**src/rtl/bpf_pkg.sv**
```systemverilog
package bpf_pkg;
    typedef enum logic {
        RES_LO = 1'b0,
        RES_HI = 1'b1
    } res_e;

    typedef enum logic {
        SEL_START = 1'b0,
        SEL_STOP  = 1'b1
    } pos_sel_e;
endpackage

```
**src/rtl/bpf_window_regs.sv**
```systemverilog
module bpf_window_regs #(
    parameter int HCNT_W    = 8,
    parameter int RST_START = 'h38,
    parameter int RST_STOP  = 'hD0
) (
    input  logic              clk,
    input  logic              rst_n,
    input  logic              wr_i,
    input  logic              sel_i,
    input  logic [HCNT_W-1:0] data_i,
    output logic [HCNT_W-1:0] start_o,
    output logic [HCNT_W-1:0] stop_o
);
    import bpf_pkg::*;

    typedef struct packed {
        logic [HCNT_W-1:0] start;
        logic [HCNT_W-1:0] stop;
    } win_t;

    win_t win_d, win_q;

    always_comb begin
        win_d = win_q;
        if (wr_i) begin
            if (pos_sel_e'(sel_i) == SEL_START) win_d.start = data_i;
            else                                win_d.stop  = data_i;
        end
    end

    always_ff @(posedge clk or negedge rst_n) begin
        if (!rst_n) begin
            win_q.start <= HCNT_W'(RST_START);
            win_q.stop  <= HCNT_W'(RST_STOP);
        end else begin
            win_q <= win_d;
        end
    end

    assign start_o = win_q.start;
    assign stop_o  = win_q.stop;
endmodule

```
**src/rtl/bpf_block_seq.sv**
```systemverilog
module bpf_block_seq #(
    parameter int HCNT_W        = 8,
    parameter int PLANE_W       = 3,
    parameter int LINE_LEN      = 227,
    parameter int BLK_LO        = 8,
    parameter int BLK_HI        = 4,
    parameter int MAX_PLANES_LO = 6,
    parameter int MAX_PLANES_HI = 4,
    parameter int LEAD          = 4,
    parameter int FORBID_FIRST  = 'hDC,
    parameter int FORBID_LAST   = 'hDF
) (
    input  logic               clk,
    input  logic               rst_n,
    input  logic [HCNT_W-1:0]  hcount_i,
    input  logic [HCNT_W-1:0]  start_i,
    input  logic [HCNT_W-1:0]  stop_i,
    input  logic               hires_i,
    input  logic [PLANE_W-1:0] planes_i,
    output logic               slot_vld_o,
    output logic [PLANE_W-1:0] slot_plane_o,
    output logic               blk_done_o
);
    import bpf_pkg::*;

    localparam int CNT_W = (BLK_LO > 1) ? $clog2(BLK_LO) : 1;
    localparam int POS_W = HCNT_W + 1;
    localparam logic [CNT_W-1:0] LO_LAST = CNT_W'(BLK_LO - 1);
    localparam logic [CNT_W-1:0] HI_LAST = CNT_W'(BLK_HI - 1);

    typedef struct packed {
        logic               active;
        logic [CNT_W-1:0]   idx;
        logic               hires;
        logic [PLANE_W-1:0] eff;
        logic               final_blk;
    } seq_t;

    seq_t seq_d, seq_q;

    logic               begin_c;
    logic               in_blk_c;
    logic               mode_c;
    logic [PLANE_W-1:0] eff_c;
    logic               final_c;
    logic [CNT_W-1:0]   idx_c;
    logic               last_c;
    logic [POS_W-1:0]   pos_c;
    logic               forbid_c;

    function automatic logic [PLANE_W-1:0] cap_planes(input logic hi, input logic [PLANE_W-1:0] n);
        int lim;
        lim = (res_e'(hi) == RES_HI) ? MAX_PLANES_HI : MAX_PLANES_LO;
        return (int'(n) > lim) ? PLANE_W'(lim) : n;
    endfunction

    always_comb begin
        // bus position at which this slot will be presented
        pos_c = {1'b0, hcount_i} + POS_W'(LEAD);
        if (pos_c >= POS_W'(LINE_LEN)) pos_c = pos_c - POS_W'(LINE_LEN);
        forbid_c = (pos_c >= POS_W'(FORBID_FIRST)) && (pos_c <= POS_W'(FORBID_LAST));

        begin_c  = (!seq_q.active && (hcount_i == start_i)) ||
                   (seq_q.active && (seq_q.idx == '0));
        in_blk_c = begin_c || seq_q.active;
        mode_c   = begin_c ? hires_i : seq_q.hires;
        eff_c    = begin_c ? cap_planes(hires_i, planes_i) : seq_q.eff;
        final_c  = begin_c ? (hcount_i >= stop_i) : seq_q.final_blk;
        idx_c    = begin_c ? '0 : seq_q.idx;
        last_c   = (res_e'(mode_c) == RES_HI) ? (idx_c == HI_LAST) : (idx_c == LO_LAST);

        slot_vld_o   = in_blk_c && (int'(idx_c) < int'(eff_c)) && !forbid_c;
        slot_plane_o = PLANE_W'(idx_c);
        blk_done_o   = in_blk_c && last_c;

        seq_d = seq_q;
        if (in_blk_c) begin
            seq_d.hires     = mode_c;
            seq_d.eff       = eff_c;
            seq_d.final_blk = final_c;
            if (last_c) begin
                seq_d.active = !final_c;
                seq_d.idx    = '0;
            end else begin
                seq_d.active = 1'b1;
                seq_d.idx    = idx_c + CNT_W'(1);
            end
        end
    end

    always_ff @(posedge clk or negedge rst_n) begin
        if (!rst_n) seq_q <= '0;
        else        seq_q <= seq_d;
    end
endmodule

```
**src/rtl/bpf_delay_line.sv**
```systemverilog
module bpf_delay_line #(
    parameter int W     = 4,
    parameter int DEPTH = 4
) (
    input  logic         clk,
    input  logic         rst_n,
    input  logic [W-1:0] din_i,
    output logic [W-1:0] dout_o
);
    typedef struct packed {
        logic [DEPTH-1:0][W-1:0] stg;
    } dl_t;

    dl_t dl_d, dl_q;

    always_comb begin
        dl_d        = dl_q;
        dl_d.stg[0] = din_i;
        for (int i = 1; i < DEPTH; i++) dl_d.stg[i] = dl_q.stg[i-1];
    end

    always_ff @(posedge clk or negedge rst_n) begin
        if (!rst_n) dl_q <= '0;
        else        dl_q <= dl_d;
    end

    assign dout_o = dl_q.stg[DEPTH-1];
endmodule

```
**src/rtl/bitplane_fetch_seq.sv**
```systemverilog
module bitplane_fetch_seq #(
    parameter int HCNT_W        = 8,
    parameter int PLANE_W       = 3,
    parameter int LINE_LEN      = 227,
    parameter int BLK_LO        = 8,
    parameter int BLK_HI        = 4,
    parameter int MAX_PLANES_LO = 6,
    parameter int MAX_PLANES_HI = 4,
    parameter int LEAD          = 4,
    parameter int DISP_LAT      = 5,
    parameter int FORBID_FIRST  = 'hDC,
    parameter int FORBID_LAST   = 'hDF,
    parameter int RST_START     = 'h38,
    parameter int RST_STOP      = 'hD0
) (
    input  logic               clk,
    input  logic               rst_n,
    input  logic [HCNT_W-1:0]  hcount_i,
    input  logic               cfg_wr_i,
    input  logic               cfg_sel_i,
    input  logic [HCNT_W-1:0]  cfg_data_i,
    input  logic               hires_i,
    input  logic [PLANE_W-1:0] planes_i,
    output logic               fetch_o,
    output logic [PLANE_W-1:0] fetch_plane_o,
    output logic               ready_o
);
    localparam int GRANT_W   = 1 + PLANE_W;
    localparam int RDY_DEPTH = LEAD + DISP_LAT;

    logic [HCNT_W-1:0]  start_w, stop_w;
    logic               slot_vld_w, blk_done_w;
    logic [PLANE_W-1:0] slot_plane_w;
    logic [GRANT_W-1:0] grant_w;

    bpf_window_regs #(
        .HCNT_W(HCNT_W), .RST_START(RST_START), .RST_STOP(RST_STOP)
    ) regs_i (
        .clk(clk), .rst_n(rst_n), .wr_i(cfg_wr_i), .sel_i(cfg_sel_i),
        .data_i(cfg_data_i), .start_o(start_w), .stop_o(stop_w)
    );

    bpf_block_seq #(
        .HCNT_W(HCNT_W), .PLANE_W(PLANE_W), .LINE_LEN(LINE_LEN),
        .BLK_LO(BLK_LO), .BLK_HI(BLK_HI),
        .MAX_PLANES_LO(MAX_PLANES_LO), .MAX_PLANES_HI(MAX_PLANES_HI),
        .LEAD(LEAD), .FORBID_FIRST(FORBID_FIRST), .FORBID_LAST(FORBID_LAST)
    ) seq_i (
        .clk(clk), .rst_n(rst_n), .hcount_i(hcount_i),
        .start_i(start_w), .stop_i(stop_w),
        .hires_i(hires_i), .planes_i(planes_i),
        .slot_vld_o(slot_vld_w), .slot_plane_o(slot_plane_w),
        .blk_done_o(blk_done_w)
    );

    bpf_delay_line #(.W(GRANT_W), .DEPTH(LEAD)) grant_dl_i (
        .clk(clk), .rst_n(rst_n),
        .din_i({slot_vld_w, slot_plane_w}), .dout_o(grant_w)
    );

    bpf_delay_line #(.W(1), .DEPTH(RDY_DEPTH)) ready_dl_i (
        .clk(clk), .rst_n(rst_n), .din_i(blk_done_w), .dout_o(ready_o)
    );

    assign fetch_o       = grant_w[GRANT_W-1];
    assign fetch_plane_o = grant_w[PLANE_W-1:0];
endmodule

```
**config.mk**
```make
export PLATFORM = sky130hd
export DESIGN_NAME = bitplane_fetch_seq
export DESIGN_NICKNAME = d
export VERILOG_FILES = /design/src/rtl/bpf_pkg.sv /design/src/rtl/bpf_window_regs.sv /design/src/rtl/bpf_block_seq.sv /design/src/rtl/bpf_delay_line.sv /design/src/rtl/bitplane_fetch_seq.sv
export SDC_FILE = /design/constraint.sdc
export NUM_CORES = 1
export LEC_CHECK = 0
export ABC_AREA = 1
export BUFFER_PORTS_ARGS = -buffer_cell sky130_fd_sc_hd__buf_2
export CAP_MARGIN = 15
export CELL_PAD_IN_SITES_DETAIL_PLACEMENT = 0
export CELL_PAD_IN_SITES_GLOBAL_PLACEMENT = 1
export CORE_ASPECT_RATIO = 0.9
export CORE_MARGIN = 5
export CORE_UTILIZATION = 40
export DETAILED_ROUTE_END_ITERATION = 10
export HOLD_SLACK_MARGIN = 0.03
export PLACE_DENSITY_LB_ADDON = 0.1
export SLEW_MARGIN = 40
export SYNTH_ARGS = -nofsm -noshare
export SYNTH_HDL_FRONTEND = slang
export SYNTH_SLANG_ARGS = --single-unit
```
**constraint.sdc**
```tcl
create_clock -name clk -period 5.15 [get_ports clk]
set_clock_uncertainty 0.2 [all_clocks]
set_input_delay 1.03 -clock clk [delete_from_list [all_inputs] [get_ports clk]]
set_output_delay 1.03 -clock clk [all_outputs]
set_load 0.005 [all_outputs]
```
Word-level counts from Yosys, hierarchy flattened. Cells that the tools add are included.

Add/sub/neg operators: 3. Order comparisons: 6. Eq/ne operators: 3. Muxes and demuxes: 9. Bitwise operators: 1. Reduce and logical (&&, ||, !) cells: 14.

Operator list (number): $gt A4 B32 Y1 (1); $ge A9 B8 Y1 const B (2); $add A8 B3 Y9 const B (1); $le A9 B8 Y1 const B (1); $mux W3 (3); $mux W9 (1); $sub A9 B8 Y9 const B (1); $eq A8 B8 Y1 (1); $ge A8 B8 Y1 (1); $logic_and A1 B1 Y1 (6); $mux W4 (1); $reduce_and A2 Y1 (2); $add A3 B1 Y3 const B (1); $eq A3 B2 Y1 const B (1); $eq A3 B3 Y1 const B (1); $logic_not A1 Y1 (3); $logic_not A3 Y1 (1); $lt A3 B3 Y1 (1); $mux W1 (3); $logic_or A1 B1 Y1 (2); $mux W2 (1); $not A1 Y1 (1).

Register bits: 50. Bits of input ports: 24. Word-level logic and storage cells: 56.

Depth between registers and ports, before layout. Gate-level depths: netlist of the first run.

Depth after elaboration: 7. Gate-level depth with buffers: 17.

Hierarchy. Synthesis of the first run repeated with hierarchy kept, for this count alone.

Cell total of the unflattened synthesis: 306. Area, all modules: 2685.1 µm².

Modules (own cells, without submodules): bpf_block_seq (instances 1, cells an instance 211, area an instance 1388.8 µm², seq. area each 225.2 µm²); bpf_window_regs (instances 1, cells an instance 70, area an instance 670.6 µm², seq. area each 407.9 µm²); bpf_delay_line at grant_dl_i (instances 1, cells an instance 16, area an instance 400.4 µm², seq. area each 400.4 µm²); bpf_delay_line at ready_dl_i (instances 1, cells an instance 9, area an instance 225.2 µm², seq. area each 225.2 µm²).

Worst setup path before layout of the first run. No wires, ideal clock.

Path type: in2reg. From: in hcount_i[5]. To: reg grant_dl_i.dl_q, in the netlist grant_dl_i.dl_d[7]. Data arrival time: 2400 ps. Required time: 4879 ps. Slack: 2479 ps. Cell stages on the path: 15. Buffers on the path: 0. Cells stage by stage: inv_1 nand2_1 nand2_1 nand2_1 nor2_1 nand2_2 nand2_2 nand2_2 inv_2 or2_1 o21ai_2 ha_1 a21oi_1 nand3_1 nor2_1.

Longest elaborated chain between the ends: 7. Elaborated cells on any way between the ends: 17. Classes of those cells: 2 x add/sub; 4 x order compare; 1 x eq/ne; 3 x mux; 7 x reduce/logical.

Ends and longest elaborated chain: start: declaration (RTL line bitplane_fetch_seq.sv:18) `input logic [HCNT_W-1:0] hcount_i,`; $add A8 B3 Y9 or $eq A8 B8 Y1 (tied branches) (RTL line bpf_block_seq.sv:59, bpf_block_seq.sv:63); $sub A9 B8 Y9 (tied with other cells) (RTL line bpf_block_seq.sv:60) `if (pos_c >= POS_W'(LINE_LEN)) pos_c = pos_c - POS_W'(LINE_LEN);`; $mux W9 or $logic_or A1 B1 Y1 (tied branches) (RTL line bpf_block_seq.sv:60, bpf_block_seq.sv:63); $ge A9 B8 Y1 (tied with other cells) (RTL line bpf_block_seq.sv:61) `forbid_c = (pos_c >= POS_W'(FORBID_FIRST)) && (pos_c <= POS_W'(FORBID_LAST));`; $logic_and A1 B1 Y1 or $lt A3 B3 Y1 (tied branches) (RTL line bpf_block_seq.sv:61, bpf_block_seq.sv:72); $logic_not A1 Y1 or $logic_and A1 B1 Y1 (tied branches) (RTL line bpf_block_seq.sv:72) `slot_vld_o = in_blk_c && (int'(idx_c) < int'(eff_c)) && !forbid_c;`; $logic_and A1 B1 Y1 * (RTL line bpf_block_seq.sv:72); net grant_dl_i.din_i[3] (RTL line bpf_delay_line.sv:7) `input logic [W-1:0] din_i,`; end signal: assignment (RTL line bpf_delay_line.sv:24) `else dl_q <= dl_d;`; end: declaration (RTL line bpf_delay_line.sv:14) `dl_t dl_d, dl_q;`.

Mark *: on every way through the listed nets, which the timed path passes. The rest lies on a longest branch. A chain may end at the register's enable or synchronous reset.

Final worst setup path of the first run. Ends and elaborated chain as after synthesis.

==> key figures, run 1 <==
Die
  – Top Ports: 29
  – Die Span X: 93.1 um
  – DIE AREA: 7890 um^2
  – Core Box Area: 6080 um^2
  – Initial core utilization: 40.8%
  – # rows: 27
  – Die height: 84.8 um

Yosys
  – Yosys Warn Count: 0
  – Syn Nets: 327
  – Synth cell count leaders: 76 x nand2_1, 47 x inv_1, 44 x dfrtp_1
  – Post-synth EDFFs: 0
  – Synthesized area: 2480 um^2
  – Synth Flop Type: dfrtp_1
  – Sequential area share after synthesis: 50.7%
  – Syn_area_per_cell: 8.62 um^2
  – Count leader, synth: nand2_1
  – Synth area leader: dfrtp_1
  – Fraction of registers with async set/reset: 100%
  – Post-synthesis cell type count: 28
  – Register bit total from synthesis: 50
  – Post-synthesis cell count: 288
  – Area contributors post-synth: dfrtp_1 44%, nand2_1 11%, ha_1 7.6%, inv_1 7.1%, dfstp_2 6.3%
  – Post-synth top area share: 44.3%

Worst setup path
  – Setup CP Type: primary input to flip-flop
  – Crit. End Element: flip-flop
  – Crit Path Max Fanout: 11
  – Critical Path Source Type: primary input
  – Required @ worst endpoint: 5.20 ns
  – CP arrival: 2.89 ns

Detailed routing
  – WL final: 4.77 mm
  – WL/cell: 12.1 um
  – DR vias: 1806
  – Drt initial violations: 43
  – First drt pass iteration count: 5
  – Residual DRC: 0
  – Via-per-instance ratio: 4.58
  – Post-route ant nets: 0

Placement
  – Post-DP HPWL: 3.61 mm
  – Port bufs: 28
  – Gpl congestion: 0.832
  – Pre-CTS worst setup slack: 1.97 ns
  – Placed Cells: 386

Global route
  – Pin count of the biggest net entering global routing: 51
  – Grt ovf: 0
  – Number of global-route vias before repair: 1658
  – Global-route wire length before repair: 7.96 mm
  – GRT Total Usage: 12.8%
  – Initial antenna violation count: 0

CTS
  – Clock transition at the registers of the reported paths: 0.10 ns
  – Hold buffer count at CTS: 0
  – Clock Sinks: 50
  – Post-CTS Resized: 0
  – CTS H-Tree Depth: 2
  – Postcts setup bufs: 0
  – CTS tree: done
  – CTS root buf: clkbuf_8
  – Worst-Skew Late Latency: 0.30 ns
  – CTS buffer count: 5
  – CTS Buffer Depth: 2

Timing
  – Final worst path period share: 55.2%
  – Final hold violation count: 0
  – Setup-failing EPs final: 0
  – Slew Limit Fails: 0
  – RSZ-0062 raised after global routing: no
  – Setup tns final: 0 ns
  – Period minus WS final: 2.84 ns
  – Worst slew pin tran: 0.633 ns
  – FMAX: 352 MHz
  – Slew Limit Headroom: 57.8%
  – Slack of the critical path: 2.31 ns

Power
  – PD cells: 399 nW/um^2
  – Lkg Pwr: 1.51 nW
  – P_sw: 0.382 mW
  – Max rail drop VDD: 0.000240 V
  – Seq pwr share: 49.5%
  – Comb pwr share: 28.8%
  – Internal power: 0.734 mW
  – Switching Share: 34.2%
  – Clk pwr share: 21.6%
  – Pwr Total: 1.12 mW

Finish
  – Layout cells sized above 1: 18.6%
  – Antenna cells: 0
  – Final core occ: 46.0%
  – Final Non-Filler Cells: 394
  – Fin nets: 360
  – Area Overhead vs Synth: 12.6%

Flow run
  – # Max-Cap Violations: 0

Hold path
  – Worst Hold Class: flip-flop to flip-flop

Status
  – Status: completed
==> flip-flops by register name (all words and copies together), names as in the netlist <==
register,cells
ready_dl_i.dout_o,1
regs_i.stop_o,8
ready_dl_i.dl_d,8
grant_dl_i.dout_o,4
grant_dl_i.dl_d,12
seq_i.seq_q,9
regs_i.start_o,8
==> critical path, cell delays in order <==
cell and delay (ns):
buf_2 0.13, inv_1 0.09, nand2_1 0.06, nand2_1 0.07, nand2_1 0.06, nor2_1 0.16, nand2_2 0.08, nand2_2 0.20
nand2_2 0.13, inv_2 0.08, or2_1 0.10, o21ai_2 0.06, ha_1 0.31, a21oi_1 0.15, nand3_1 0.09, nor2_1 0.09
==> power groups by stage <==
| stage | registers, mW | logic [mW] | clock network [mW] |
|---|---|---|---|
| after floorplan | 0.549 | 0.242 | 0 |
| final | 0.553 | 0.322 | 0.242 |
| after detailed placement | 0.562 | 0.325 | 0 |
| after global routing | 0.565 | 0.376 | 0.270 |
| after global placement | 0.558 | 0.329 | 0 |
| after CTS | 0.554 | 0.327 | 0.253 |
==> layer usage <==
layer | routed length [um] | GRT usage (%)
met1 | 2690 | 20.2
met2 | 1840 | 16.8
met3 | 188 | 3.23
met4 | 40 | 4.13
met5 | 0 | 0
==> logic make-up (layout without fill, tap and decap cells) <==
family          count (synthesis)  in the layout  synth area share (%)
compound gates                 35             35                  7.91
xor+xnor                        7              7                  2.47
fa+ha+maj                      15             15                  7.56
buf+inv                        54             88                  8.46
flops                          50             50                  50.7
simple gates                  127            127                  22.9
==> final timing paths <==
| kind | cells past startpoint | to | slack, ns | start |
|---|---|---|---|---|
| max reg2reg | 13 | grant_dl_i.dl_d[7] | 2.70 | regs_i.start_o[4] |
| min in group asynchronous | 2 | regs_i.start_o[0] | 0.60 | rst_n |
| max in group asynchronous | 2 | seq_i.seq_q[2] | 3.70 | rst_n |
| max | 16 | grant_dl_i.dl_d[7] | 2.31 | hcount_i[5] |
| min reg2reg | 0 | grant_dl_i.dl_d[12] | 0.15 | grant_dl_i.dl_d[8] |
| min | 0 | grant_dl_i.dl_d[12] | 0.15 | grant_dl_i.dl_d[8] |
==> cell usage in the layout, fill, tap and decap left out <==
cell | synthesis | routed
o21bai_1 | 1 | 1
xor2_1 | 2 | 2
nand2_1 | 76 | 76
nand3_4 | 1 | 1
o21ai_2 | 3 | 3
clkinv_4 | 0 | 1
or2_1 | 2 | 2
dfstp_2 | 6 | 6
clkbuf_8 | 0 | 5
inv_6 | 0 | 2
xnor2_1 | 5 | 5
inv_1 | 47 | 47
nor3b_2 | 1 | 1
o211ai_1 | 1 | 1
dfrtp_1 | 44 | 44
clkinv_1 | 1 | 1
nand3b_1 | 1 | 1
inv_2 | 3 | 3
o21ai_0 | 23 | 23
nand4_1 | 2 | 2
buf_4 | 0 | 1
buf_2 | 0 | 28
nand3_2 | 2 | 2
ha_1 | 15 | 15
nor2_2 | 1 | 1
nand3_1 | 17 | 17
nand2_2 | 6 | 6
and2_1 | 2 | 2
nor2_1 | 16 | 16
a21oi_1 | 5 | 5
a21o_1 | 2 | 2
==> area by class of cell <==
type | count | area [um^2]
Clock buffer | 5 | 68.8
Clock inverter | 3 | 26.3
Fill cell | 627 | 3280
Inverter | 51 | 191
Multi-Input combinational cell | 184 | 1010
Sequential cell | 50 | 1260
Tap cell | 72 | 90.1
Timing Repair Buffer | 29 | 148
==> stage by stage <==
stage / cell area, um^2 / hold WS (ns)
global route: 2800 / 0.166
global placement: 2700 / 0.132
finish: 2800 / 0.154
CTS: 2800 / 0.158
floorplan: 2480 / 0.131
detailed placement: 2700 / 0.135
Power figures use the tool's default switching activity.
==> inputs of run 2 (changes only) <==
ABC_AREA = 0   (was 1)
clock period = 2.29 ns   (was 5.15 ns; I/O delays follow)
==> run 2 against run 1 <==
Against the previous run:
- the run now ends with setup timing left
- combinational power rose to 3.0 times the previous value
- first-iteration DRC count up 77%
- synthesized cell count is 30% lower
- final cell count shrank 15%
- sequential share of layout area down 4.2 points
- via count is 4.7% lower
- count of clock-buffer cells in the layout did not move
- register-to-register slack lost 2.8 ns
- sequential cell count is the same
- cell area rose by 10%
- largest power group unchanged
==> key figures, run 2 <==
Timing
  – Setup-failing EPs final: 2
  – Slew Limit Fails: 0
  – RSZ-0062 raised after global routing: yes
  – Final hold violation count: 0
  – Period minus WS final: 2.37 ns
  – Worst Hold Slack: 0.154 ns
  – FMAX: 422 MHz
  – Slack of the critical path: -0.0772 ns
  – Worst slew pin tran: 0.388 ns
  – Final worst path period share: 103%
  – Slew Limit Headroom: 74.0%

Yosys
  – Fraction of registers with async set/reset: 100%
  – Count leader, synth: dfrtp_1
  – Synth Flop Type: dfrtp_1
  – Synthesized area: 2450 um^2
  – Area contributors post-synth: dfrtp_1 45%, mux2_2 8.3%, ha_1 7.7%, dfstp_2 6.4%, inv_1 2.1%
  – Post-synth EDFFs: 0
  – Post-synthesis cell count: 203
  – Sequential area share after synthesis: 51.4%
  – Syn Nets: 242
  – Post-synthesis cell type count: 51
  – Synth cell count leaders: 44 x dfrtp_1, 18 x mux2_2, 15 x ha_1
  – Synth area leader: dfrtp_1
  – Syn_area_per_cell: 12.1 um^2
  – Yosys Warn Count: 0
  – Register bit total from synthesis: 50
  – Post-synth top area share: 45.0%

Detailed routing
  – DR vias: 1722
  – WL final: 4.89 mm
  – Post-route ant nets: 0
  – Residual DRC: 0
  – Drt initial violations: 76
  – WL/cell: 14.6 um
  – First drt pass iteration count: 4
  – Via-per-instance ratio: 5.13

Worst setup path
  – Slowest cell on the critical path: dfstp_2
  – CP Buf/Inv Count: 1
  – Required @ worst endpoint: 2.25 ns
  – Crit Path Max Fanout: 3
  – CP arrival: 2.33 ns
  – Critical Path, Cell by Cell: xnor2_2, nand4_2, o31ai_4, mux2_4, inv_4, ha_4, nand2_2, o311ai_2, a31oi_1
  – Worst reg-to-reg path cell count: 9
  – Critical Path Source Type: flip-flop
  – Setup CP Type: flip-flop to flip-flop
  – CP Depth: 9
  – CP top delay family: compound AO/OA/AOI/OAI gates
  – Crit-path max cell delay: 0.56 ns
  – Crit. End Element: flip-flop

Finish
  – Area Overhead vs Synth: 26.0%
  – Max reg flops: 12
  – Fin nets: 302
  – Commonest non-fill, non-tap cell in the layout: dfrtp_1
  – Sequential cell area: 1260 um^2
  – Filler cells: 525
  – Final Non-Filler Cells: 336
  – Commonest cells after routing, fill and taps aside: 44 x dfrtp_1, 28 x buf_2, 27 x buf_4
  – Antenna cells: 0
  – Multi-input gate area: 1190 um^2
  – Cell area after layout: 3080 um^2
  – Layout cells sized above 1: 45.5%

Global route
  – Initial antenna violation count: 0
  – Number of global-route vias before repair: 1809
  – GRT Total Usage: 13.3%
  – Grt ovf: 0
  – Pin count of the biggest net entering global routing: 51
  – Global-route wire length before repair: 8.27 mm

CTS
  – Clock transition at the registers of the reported paths: 0.09 ns
  – CTS tree: done
  – Clock Sinks: 50
  – CTS H-Tree Depth: 2
  – CTS root buf: clkbuf_8
  – CTS buffer count: 5
  – CTS Buffer Depth: 2
  – Worst-Skew Late Latency: 0.30 ns

Power
  – Max rail drop VDD: 0.000407 V
  – Internal power: 1.89 mW
  – Clk pwr share: 18.3%
  – P_sw: 0.844 mW
  – Seq pwr share: 46.9%
  – Pwr Total: 2.74 mW
  – Lkg Pwr: 1.47 nW
  – Switching Share: 30.8%
  – PD cells: 887 nW/um^2
  – Comb pwr share: 34.8%

Die
  – Initial core utilization: 40.5%
  – Core Box Area: 6050 um^2
  – Die Span X: 92.5 um
  – DIE AREA: 7780 um^2
  – Top Ports: 29
  – # rows: 27
  – Die height: 84.2 um

Status
  – Violated checks: setup timing
  – Status: complete, but fails checks

Placement
  – Cell Area, Placed: 2860 um^2
  – Placed Cells: 322
  – Port bufs: 28
  – Post-DP HPWL: 3.76 mm
  – Gpl congestion: 0.926

Flow run
  – # Max-Cap Violations: 0

Hold path
  – Hold depth: 0
  – Worst Hold Class: flip-flop to flip-flop
[run 2: cell count changes after synthesis, moves of 3 or more]
| cell | change |
|---|---|
| o21ai_2 | -3 |
| nand2_1 | -62 |
| nand2_2 | -6 |
| inv_1 | -33 |
| xnor2_2 | +3 |
| nor2_1 | -5 |
| o21ai_0 | -20 |
| a211oi_1 | +3 |
| nand3_1 | -14 |
| mux2_2 | +18 |
| inv_2 | -3 |
[run 2: repair_timing]
| item | CTS | global route |
|---|---|---|
| endpoints found under the hold margin | 44 | 0 |
| hold buffers | 1 | 0 |
| pin swaps | 12 | 10 |
| endpoints found under the setup margin | 3 | 3 |
| setup buffers | 3 | 2 |
| resized for setup | 10 | 8 |
[run 2: cell type report]
type / instances / area share (%)
Clock buffer: 5 / 2.23
Clock inverter: 3 / 0.690
Inverter: 14 / 1.78
Multi-Input combinational cell: 133 / 38.7
Sequential cell: 50 / 40.8
Tap cell: 72 / 2.92
Timing Repair Buffer: 59 / 12.8
[run 2: layer usage]
layer  vias up  share of wire, %  track usage (%)
met5         -                 0                0
met2        51                51             21.7
met1       833                44             17.0
met4         0               1.2             4.72
met3         8               3.9             3.58
li1        830                 -                -
[run 2: final timing paths]
path	from	slack [ns]	to
min in group asynchronous	rst_n	0.47	grant_dl_i.dl_d[5]
worst max register to register	regs_i.start_o[4]	-0.08	grant_dl_i.dl_d[7]
max in group asynchronous	rst_n	1.14	regs_i.start_o[5]
worst min register to register	ready_dl_i.dl_d[2]	0.15	ready_dl_i.dl_d[3]
worst max-delay path	regs_i.start_o[4]	-0.08	grant_dl_i.dl_d[7]
worst min-delay path	ready_dl_i.dl_d[2]	0.15	ready_dl_i.dl_d[3]
[run 2: cell families after synthesis]
| logic type | Yosys count | share of synthesized area (%) |
|---|---|---|
| flip-flops | 50 | 51.4 |
| AND/OR/NAND/NOR | 53 | 12.5 |
| multiplexers | 18 | 8.28 |
| adder cells (fa/ha/maj) | 15 | 7.67 |
| buffers and inverters | 20 | 3.78 |
| XOR/XNOR | 13 | 5.57 |
| AO/OA/AOI/OAI | 34 | 10.7 |
[run 2: through the flow]
| step | utilization (%) | setup TNS [ns] | setup slack (ns) |
|---|---|---|---|
| after global placement | 47.2 | -0.596 | -0.241 |
| after detailed placement | 47.2 | -0.821 | -0.313 |
| after floorplan | - | -0.0704 | -0.0704 |
| final | 51.0 | -0.0929 | -0.0772 |
| after global routing | 51.0 | -0.242 | -0.169 |
| after CTS | 50.1 | -0.130 | -0.116 |
[run 2: power groups by stage]
stage                     sequential, mW  clock, mW  combinational, mW
after global routing                1.31      0.561               1.06
after global placement              1.29          0              0.695
after floorplan                     1.27          0              0.461
final                               1.28      0.500              0.953
after CTS                           1.29      0.525              0.843
after detailed placement            1.30          0              0.713
==> inputs of run 3 (changes only) <==
TNS_END_PERCENT = 50   (was default)
==> run 3 against run 2 <==
Against the previous run:
- the run still ends with setup timing left
- utilization fell by 0.64 points
- critical path depth shrank 2
- count of clock-buffer cells in the layout is the same
- sequential share of layout area grew 0.52 points
- sequential cell count stayed put
- combinational power fell by 7.7%
- sequential power barely moved
- critical path type unchanged
==> key figures, run 3 (synthesized netlist as in run 2, its figures left out) <==
Status
  – Status: complete, but fails checks
  – Violated checks: setup timing

Worst setup path
  – CP top delay family: flip-flops
  – Crit Path Max Fanout: 5
  – Required @ worst endpoint: 2.29 ns
  – Slowest cell on the critical path: dfstp_2
  – CP arrival: 2.38 ns
  – Setup CP Type: flip-flop to flip-flop
  – CP Buf/Inv Count: 1
  – Crit-path max cell delay: 0.58 ns
  – Crit. End Element: flip-flop
  – Critical Path Source Type: flip-flop
  – Critical Path, Cell by Cell: xnor2_2, nand4_2, o31a_1, buf_4, and2_4, ha_2, mux2_2

Global route
  – Number of global-route vias before repair: 1802
  – Grt ovf: 0
  – Global-route wire length before repair: 8.18 mm
  – Pin count of the biggest net entering global routing: 51
  – Initial antenna violation count: 0
  – GRT Total Usage: 13.2%

Die
  – Die height: 84.2 um
  – Core Box Area: 6050 um^2
  – Top Ports: 29
  – # rows: 27
  – Die Span X: 92.5 um
  – DIE AREA: 7780 um^2
  – Initial core utilization: 40.5%

Detailed routing
  – DR vias: 1690
  – First drt pass iteration count: 4
  – Via-per-instance ratio: 5.06
  – Drt initial violations: 72
  – Residual DRC: 0
  – WL final: 4.83 mm
  – WL/cell: 14.5 um
  – Post-route ant nets: 0

Timing
  – Final worst path period share: 104%
  – Slew Limit Headroom: 76.1%
  – FMAX: 419 MHz
  – Slack of the critical path: -0.0957 ns
  – Worst slew pin tran: 0.356 ns
  – Setup-failing EPs final: 3
  – Slew Limit Fails: 0
  – Period minus WS final: 2.39 ns
  – Final hold violation count: 0
  – RSZ-0062 raised after global routing: yes
  – Worst Hold Slack: 0.154 ns
  – Setup tns final: -0.199 ns

Placement
  – Port bufs: 28
  – Gpl congestion: 0.926
  – Post-DP HPWL: 3.76 mm
  – Pre-CTS worst setup slack: -0.313 ns

Hold path
  – Worst Hold Class: flip-flop to flip-flop

CTS
  – CTS buffer count: 5
  – CTS root buf: clkbuf_8
  – Worst-Skew Late Latency: 0.30 ns
  – Clock Sinks: 50
  – CTS tree: done
  – CTS H-Tree Depth: 2
  – CTS Buffer Depth: 2
  – Clock transition at the registers of the reported paths: 0.09 ns

Finish
  – Layout cells sized above 1: 44.7%
  – Max reg flops: 12
  – Fin nets: 300
  – Commonest cells after routing, fill and taps aside: 44 x dfrtp_1, 28 x buf_2, 27 x buf_4
  – Filler cells: 529
  – Area Overhead vs Synth: 24.4%
  – Antenna cells: 0
  – Commonest non-fill, non-tap cell in the layout: dfrtp_1

Flow run
  – # Max-Cap Violations: 0

Power
  – Lkg Pwr: 1.46 nW
  – PD cells: 876 nW/um^2
  – Max rail drop VDD: 0.000399 V
-- run 3: stage by stage --
stage	power (mW)	instances	cell area (um^2)	utilization [%]
5_1_grt	2.85	334	3050	50.4
3_3_place_gp	1.99	322	2860	47.2
6_report	2.67	334	3050	50.4
2_1_floorplan	1.73	203	2480	-
4_1_cts	2.61	333	3010	49.7
3_5_place_dp	2.01	322	2860	47.2
-- run 3: layout make-up --
cell class	instances	area, um^2	share of cell area [%]
Sequential cell	50	1260	41.3
Tap cell	72	90.1	2.96
Clock buffer	5	68.8	2.26
Inverter	14	55.1	1.81
Clock inverter	3	21.3	0.698
Multi-Input combinational cell	133	1180	38.7
Timing Repair Buffer	57	373	12.2
-- run 3: what timing repair did --
action,CTS,global route
endpoints found under the setup margin,3,3
hold buffers,1,0
buffers inserted,2,1
endpoints found under the hold margin,44,0
resized for setup,8,5
pin swaps,9,11
-- run 3: final timing paths --
kind	start	to	slack (ns)	cells past startpoint
setup / recovery	regs_i.start_o[3]	seq_i.seq_q[6]	-0.1	7
hold / removal	ready_dl_i.dl_d[2]	ready_dl_i.dl_d[3]	0.15	0
setup reg to reg	regs_i.start_o[3]	seq_i.seq_q[6]	-0.1	7
hold reg to reg	ready_dl_i.dl_d[2]	ready_dl_i.dl_d[3]	0.15	0
max in group asynchronous	rst_n	regs_i.start_o[5]	1.14	3
min in group asynchronous	rst_n	grant_dl_i.dout_o[3]	0.46	3
-- run 3: power breakdown --
part | internal (mW) | switching, mW | total [mW]
logic | 0.476 | 0.404 | 0.880
clock network | 0.215 | 0.288 | 0.503
registers | 1.15 | 0.130 | 1.28
total | 1.85 | 0.822 | 2.67
-- run 3: layer usage --
metal | share of wire (%) | wire length [um] | track usage, % | vias to the layer above
li1 | - | - | - | 825
met1 | 43 | 2090 | 16.7 | 793
met2 | 49 | 2370 | 21.6 | 57
met3 | 5.0 | 244 | 3.58 | 15
met4 | 2.5 | 119 | 4.72 | 0
met5 | 0 | 0 | 0 | -
